`config.mk`:
```
export PLATFORM = sky130hd
export DESIGN_NAME = gxp_predictor
export DESIGN_NICKNAME = d
export VERILOG_FILES = /design/src/rtl/gxp_pkg.sv /design/src/rtl/gxp_history.sv /design/src/rtl/gxp_index.sv /design/src/rtl/gxp_table.sv /design/src/rtl/gxp_predictor.sv
export SDC_FILE = /design/constraint.sdc
export NUM_CORES = 1
export LEC_CHECK = 0
export BUFFER_PORTS_ARGS = -buffer_cell sky130_fd_sc_hd__buf_2
export CORE_UTILIZATION = 35
export DETAILED_ROUTE_END_ITERATION = 8
export HOLD_SLACK_MARGIN = 0.05
export PLACE_DENSITY_LB_ADDON = 0.05
export SYNTH_ARGS = -nofsm -noshare
export SYNTH_HDL_FRONTEND = slang
export SYNTH_HIERARCHICAL = 1
export SYNTH_SLANG_ARGS = --single-unit
```
`constraint.sdc`:
```
create_clock -name clk -period 3.65 [get_ports clk]
set_clock_uncertainty 0.05 [all_clocks]
set_input_delay 0.1825 -clock clk [delete_from_list [all_inputs] [get_ports clk]]
set_output_delay 0.1825 -clock clk [all_outputs]
set_load 0.005 [all_outputs]
```
`src/rtl/gxp_pkg.sv`:
```
package gxp_pkg;

  typedef logic [1:0] ctr_t;

  localparam ctr_t CTR_INIT = 2'd1;
  localparam ctr_t CTR_MAX  = 2'd3;
  localparam ctr_t CTR_MIN  = 2'd0;

  // one saturating step toward the observed outcome
  function automatic ctr_t ctr_step(input ctr_t c, input logic taken);
    if (taken) return (c == CTR_MAX) ? c : c + 2'd1;
    else       return (c == CTR_MIN) ? c : c - 2'd1;
  endfunction

  // upper half of the range means taken
  function automatic logic ctr_dir(input ctr_t c);
    return c[1];
  endfunction

endpackage

```
`src/rtl/gxp_history.sv`:
```
module gxp_history #(
  parameter int HIST_W = 6
) (
  input  logic              clk,
  input  logic              rst_n,
  input  logic              shift_en,
  input  logic              shift_bit,
  output logic [HIST_W-1:0] hist_q
);

  always_ff @(posedge clk or negedge rst_n) begin
    if (!rst_n)        hist_q <= '0;
    else if (shift_en) hist_q <= {hist_q[HIST_W-2:0], shift_bit};
  end

endmodule

```
`src/rtl/gxp_index.sv`:
```
module gxp_index #(
  parameter int PC_W  = 32,
  parameter int IDX_W = 6
) (
  input  logic [PC_W-1:0]  pc,
  input  logic [IDX_W-1:0] hist,
  output logic [IDX_W-1:0] idx
);

  localparam int LSB = 2;
  localparam int MSB = IDX_W + LSB - 1;

  always_comb idx = pc[MSB:LSB] ^ hist;

endmodule

```
`src/rtl/gxp_table.sv`:
```
module gxp_table
  import gxp_pkg::*;
#(
  parameter int IDX_W = 6
) (
  input  logic             clk,
  input  logic             rst_n,
  input  logic [IDX_W-1:0] rd_idx,
  output ctr_t             rd_ctr,
  input  logic [IDX_W-1:0] up_idx,
  output ctr_t             up_old,
  input  logic             wr_en,
  input  ctr_t             wr_val,
  output logic             clearing,
  output logic [IDX_W-1:0] clr_ptr
);

  localparam int DEPTH = 1 << IDX_W;
  localparam logic [IDX_W-1:0] LAST = IDX_W'(DEPTH - 1);

  ctr_t mem [DEPTH];

  always_ff @(posedge clk or negedge rst_n) begin
    if (!rst_n) begin
      clearing <= 1'b1;
      clr_ptr  <= '0;
    end else if (clearing) begin
      clr_ptr <= clr_ptr + 1'b1;
      if (clr_ptr == LAST) clearing <= 1'b0;
    end
  end

  always_ff @(posedge clk) begin
    if (clearing)   mem[clr_ptr] <= CTR_INIT;
    else if (wr_en) mem[up_idx]  <= wr_val;
  end

  always_comb begin
    rd_ctr = mem[rd_idx];
    up_old = mem[up_idx];
  end

endmodule

```
`src/rtl/gxp_predictor.sv`:
```
module gxp_predictor
  import gxp_pkg::*;
#(
  parameter int PC_W  = 32,
  parameter int IDX_W = 6
) (
  input  logic             clk,
  input  logic             rst_n,
  output logic             busy,
  input  logic [PC_W-1:0]  pred_pc,
  output logic             pred_taken,
  output logic [IDX_W-1:0] pred_hist,
  input  logic             res_valid,
  input  logic [PC_W-1:0]  res_pc,
  input  logic [IDX_W-1:0] res_hist,
  input  logic             res_taken
);

  logic [IDX_W-1:0] hist_q;
  logic [IDX_W-1:0] pred_idx;
  logic [IDX_W-1:0] upd_idx;
  logic [IDX_W-1:0] clr_ptr;
  ctr_t             rd_ctr;
  ctr_t             upd_old;
  ctr_t             upd_new;
  logic             clearing;
  logic             upd_fire;

  gxp_index #(.PC_W(PC_W), .IDX_W(IDX_W)) u_pidx (
    .pc(pred_pc), .hist(hist_q), .idx(pred_idx)
  );

  gxp_index #(.PC_W(PC_W), .IDX_W(IDX_W)) u_uidx (
    .pc(res_pc), .hist(res_hist), .idx(upd_idx)
  );

  gxp_table #(.IDX_W(IDX_W)) u_tab (
    .clk(clk), .rst_n(rst_n),
    .rd_idx(pred_idx), .rd_ctr(rd_ctr),
    .up_idx(upd_idx), .up_old(upd_old),
    .wr_en(upd_fire), .wr_val(upd_new),
    .clearing(clearing), .clr_ptr(clr_ptr)
  );

  gxp_history #(.HIST_W(IDX_W)) u_hist (
    .clk(clk), .rst_n(rst_n),
    .shift_en(upd_fire), .shift_bit(res_taken), .hist_q(hist_q)
  );

  always_comb begin
    busy       = clearing;
    upd_fire   = res_valid & ~clearing;
    upd_new    = ctr_step(upd_old, res_taken);
    pred_taken = ~clearing & ctr_dir(rd_ctr);
    pred_hist  = hist_q;
  end

endmodule

```
# [After elaboration in Yosys (flattened, before gate mapping)]
# Memories as Yosys holds them, arrays and structs flattened.
# Index checks and enable logic that the tools add are counted.
# W data, S select, Z words.
[word_totals] ff_bits=13 ram_bits=128 in_bits=74 output_inout_bits=8 word_cells=29 mem_count=1
[mem_list] memory="u_tab.mem" words=64 width=2 read_ports=2 rd_clocked_by_memory_dff=0 wr=1 line="gxp_table.sv:21" text="ctr_t mem [DEPTH];"
[op_classes] n_addsub=3 eq_ne=2 muxes=13 bitwise_logic=5 n_reduce_logical=2
[op_table] op="$xor A6 B6 Y6" n=2
[op_table] op="$mux W1" n=8
[op_table] op="$mux W2" n=4
[op_table] op="$add A6 B1 Y6 const B" n=1
[op_table] op="$eq A6 B6 Y1 const B" n=1
[op_table] op="$mux W6" n=1
[op_table] op="$add A2 B1 Y2 const B" n=1
[op_table] op="$and A1 B1 Y1" n=2
[op_table] op="$eq A2 B2 Y1 const B" n=1
[op_table] op="$logic_not A2 Y1" n=1
[op_table] op="$reduce_or A2 Y1" n=1
[op_table] op="$sub A2 B1 Y2 const B" n=1
[op_table] op="$not A1 Y1" n=1

# [Depth between registers and ports, before layout]
[depth] depth_word=7 mapped_depth=12 depth_no_buf=9

# [Hierarchy]
# The synthesis kept the hierarchy.
[by_module_without_submodules] module="gxp_table" instances=1 cells_each=445 area_per_inst_um2=6955.4 seq_area_each_um2=4020.1
[by_module_without_submodules] module="gxp_history" instances=1 cells_each=13 area_per_inst_um2=251.5 seq_area_each_um2=150.1
[by_module_without_submodules] module="gxp_index" instances=2 cells_each=6 area_per_inst_um2=52.6 seq_area_each_um2=0.0
[by_module_without_submodules] module="gxp_predictor" instances=1 cells_each=5 area_per_inst_um2=38.8 seq_area_each_um2=0.0

# [Worst setup path before layout]
# No wires, ideal clock.
[synth_timing] path_kind="input port to flip-flop" start="in res_pc[2]" end="mem u_tab/mem[0][0] (netlist name), data pin" setup_time_ns=0.518 arrival_time_ns=2.834 required_time_ns=3.082 setup_slack_ns=0.248 stages=10 n_path_buf=2 path_cell_list="xor2_1 -> buf_2 -> buf_2 -> mux4_2 -> o221ai_1 -> o21ai_0 -> o311ai_1 -> o41ai_1 -> maj3_2 -> nand2b_1"
[synth_via] elab_chain_len=6 elab_cells_between_ends=10 classes_between="2 x add/sub; 1 x eq/ne; 4 x mux; 1 x bitwise; 1 x reduce/logical; 1 x memory"
[synth_rtl] item="start: declaration" line="gxp_predictor.sv:14" text="input logic [PC_W-1:0] res_pc,"
[synth_rtl] item="$xor A6 B6 Y6 *" line="gxp_index.sv:13" text="always_comb idx = pc[MSB:LSB] ^ hist;"
[synth_rtl] item="$mem_v2 Z64 W2 *"
[synth_rtl] item="via upd_old[1]" line="gxp_predictor.sv:24" text="ctr_t upd_old;"
[synth_rtl] item="$eq A2 B2 Y1 or $logic_not A2 Y1 (tied branches)" line="gxp_pkg.sv:11, gxp_pkg.sv:12"
[synth_rtl] item="$mux W2, on equally long branches" line="gxp_pkg.sv:11, gxp_pkg.sv:12"
[synth_rtl] item="$mux W2 *" line="gxp_pkg.sv:11" text="if (taken) return (c == CTR_MAX) ? c : c + 2'd1;"
[synth_rtl] item="via upd_new[0]" line="gxp_predictor.sv:25" text="ctr_t upd_new;"
[synth_rtl] item="$mux W2 (no line) *"
[synth_rtl] item="end: declaration" line="gxp_table.sv:21"
# The timed path passes the listed nets; every way through them passes the cells marked *.

# [Final worst setup path]
[layout_timing] start="reg u_hist.hist_q[0]" end="out pred_taken"
[layout_via] elab_chain_len=3
[layout_rtl] item="start: declaration" line="gxp_history.sv:8" text="output logic [HIST_W-1:0] hist_q"
[layout_rtl] item="start signal: assignment" line="gxp_history.sv:13" text="else if (shift_en) hist_q <= {hist_q[HIST_W-2:0], shift_bit};"
[layout_rtl] item="$xor A6 B6 Y6" line="gxp_index.sv:13"
[layout_rtl] item="via pred_idx[0]" line="gxp_predictor.sv:20" text="logic [IDX_W-1:0] pred_idx;"
[layout_rtl] item="$mem_v2 Z64 W2"
[layout_rtl] item="via rd_ctr[1]" line="gxp_predictor.sv:23" text="ctr_t rd_ctr;"
[layout_rtl] item="$and A1 B1 Y1" line="gxp_predictor.sv:54" text="pred_taken = ~clearing & ctr_dir(rd_ctr);"
[layout_rtl] item="end: declaration" line="gxp_predictor.sv:11" text="output logic pred_taken,"
# The timed path passes the listed nets, and every way through them passes these cells.

==> flow_metrics.py <==
metrics = {
    "sta": {
        "slew_viol_final": 0,
        "finalSetupViolCount": 0,
        "fmax_mhz": 301,
        "period_needed_ps": 3320,
        "slew_headroom_pct": 54.4,
        "fin_tns_setup_ps": 0,
        "rsz0062_at_grt": "no",
        "final.period_utilization_pct": 91.0,
        "tightestPinTransition_ps": 684,
        "finalHoldViolations": 0,
    },
    "flow_run": {
        "drv_cap": 0,
    },
    "logic_synthesis": {
        "syn_nets": 518,
        "netlist_area_um2": 6840,
        "ys_warn_count": 6,
        "avgSynthCellArea_um2": 15.4,
        "syn_inst": 443,
    },
    "clock_network": {
        "path_clk_slew_ps": 60,
        "cts_resized": 0,
        "post_cts_buffers": 0,
        "cts_sinks": 141,
        "clockBufferDepth": 2,
        "cts-buffers-inserted": 17,
        "clk_latency_ps": 420,
        "tritoncts": "yes",
        "cts-root-buf": "clkbuf_16",
        "ctsHoldBuffers": 2,
        "htreeDepth": 4,
    },
    "die": {
        "dieArea_um2": 20100,
        "rows": 50,
        "io_pins": 82,
        "initial_core_util_pct": 36.1,
        "fp.coreArea_um2": 19000,
        "dieWidth_um": 142,
        "fp.dieH_um": 142,
    },
    "critical_path": {
        "setup.worst_path.end_class": "primary output",
        "arrival_ps": 3090,
        "crit_fanout": 16,
        "critPathLaunchType": "flip-flop",
        "worstPathRequired_ps": 3420,
        "setup.worst_path.class": "flip-flop to primary output",
    },
    "status": {
        "status": "completed",
    },
    "power_and_ir_drop": {
        "p_sw_mw": 1.09,
        "peakVddDrop_mv": 0.293,
        "pwr_density_cell_nw_per_um2": 549,
        "leakage_nw": 2.69,
        "share_comb_of_total_power_pct": 15.9,
        "switching_share_pct": 24.9,
        "power_mw": 4.38,
        "internal_power_mw": 3.29,
        "clkPwrFrac_pct": 41.6,
        "p_seq_share_pct": 42.5,
    },
    "cells_and_area": {
        "syn_to_final_growth_pct": 16.6,
        "diodes": 0,
        "fill_cells": 1726,
        "regArea_um2": 4170,
        "finish.utilization_pct": 42.1,
        "nNetsFinal": 556,
        "drive_gt1_share_pct": 26.5,
        "multi_input_area_um2": 2490,
    },
    "grt": {
        "grt_antenna_before_repair": 0,
        "grt_remaining_overflow": 0,
        "grt_pass1_vias": 4031,
        "grt_first_pass_wirelength_um": 25800,
        "track_usage_pct": 18.3,
        "grt_max_degree": 45,
    },
    "placed_design": {
        "hpwlAfterDp_um": 11500,
        "portBuffers": 29,
        "gp_congestion": 0.822,
    },
    "drt": {
        "ant_nets": 0,
        "dr.first_iter.drc_count": 302,
        "drc": 0,
        "vias": 3978,
        "wirelength_um": 17000,
        "avgViaCountPerCell": 5.28,
        "dr.pass1.iters": 5,
        "wire_per_inst_um": 22.6,
    },
    "worst_hold_path": {
        "hold_path.class": "input port to asynchronous set/reset pin",
    },
}
## layout by cell type (no fill, tap or decap), drive strengths merged, types with 3 or more instances in the layout
cell,n
mux2,11
nand3,6
edfxtp,128
o22ai,3
clkinv,5
mux4,46
clkbuf,19
bufinv,4
nand2b,8
nor3,3
nand2,24
dfrtp,12
xor2,14
o21a,5
inv,8
a31oi,3
nor2b,8
nand3b,7
mux2i,12
nand4,3
buf,47
a21oi,3
xnor2,3
o21ai,11
nor2,69
a211oi,4
## layer usage
layer	vias to the layer above	track usage, %	routed length (um)
met4	0	6.73	317
met2	116	27.7	7740
met3	18	3.71	801
li1	1801	-	-
met5	-	0	0
met1	2043	26.0	8190
## stage by stage
| stage | cell area, um2 | instances | setup WS [ps] | hold WS (ps) |
|---|---|---|---|---|
| 2_1_floorplan | 6840 | 443 | 248 | -163 |
| 3_3_place_gp | 7330 | 720 | 345 | 34.0 |
| 3_5_place_dp | 7330 | 720 | 352 | 41.2 |
| 4_1_cts | 7970 | 754 | 285 | 120 |
| 5_1_grt | 7970 | 754 | 126 | 141 |
| 6_report | 7970 | 754 | 330 | 131 |
## path summary, 6_finish.rpt
check,from,end,slack [ps],cells past startpoint
worst max register to register,u_tab/clearing$_DFF_PN1_,u_tab/mem[34][0]$_DFFE_PP_,630,7
max in group asynchronous,rst_n,u_tab/clearing$_DFF_PN1_,3130,2
worst min-delay path,rst_n,u_hist/hist_q[1]$_DFFE_PN0P_,130,2
min in group clk,res_valid,u_hist/hist_q[1]$_DFFE_PN0P_,330,4
worst min register to register,u_hist/hist_q[5]$_DFFE_PN0P_,u_hist/hist_q[5]$_DFFE_PN0P_,510,1
worst max-delay path,u_hist/hist_q[0]$_DFFE_PN0P_,pred_taken,330,9
## power groups by stage
stage | registers (mW) | clock network [mW] | logic (mW)
after floorplan | 1.90 | 0 | 0.478
after global placement | 1.89 | 0 | 0.700
after detailed placement | 1.89 | 0 | 0.700
after CTS | 1.86 | 1.87 | 0.705
after global routing | 1.86 | 1.93 | 0.753
final | 1.86 | 1.82 | 0.695
## registers in the layout, indices dropped and copies added, names as in the netlist
name / flops
u_tab/mem: 128
u_hist/hist_q: 6
u_tab/clr_ptr: 6
u_tab/clearing: 1
## area by class of cell
type | instances | area share, %
clock buffers | 19 | 5.43
clock inverters | 13 | 2.32
inverters | 4 | 0.188
multi-input cells | 268 | 31.3
flip-flops and latches | 141 | 52.3
well taps | 260 | 4.08
repair buffers | 49 | 4.39
## critical path, stage by stage, from the launching register on
cell	delay, ps
dfrtp_1	430
xor2_2	180
buf_4	350
mux4_1	670
nor2b_1	160
a2111oi_0	360
or4_1	190
o21ai_1	50
nor2b_1	130
buf_2	140
(Power assumes the default switching activity.)
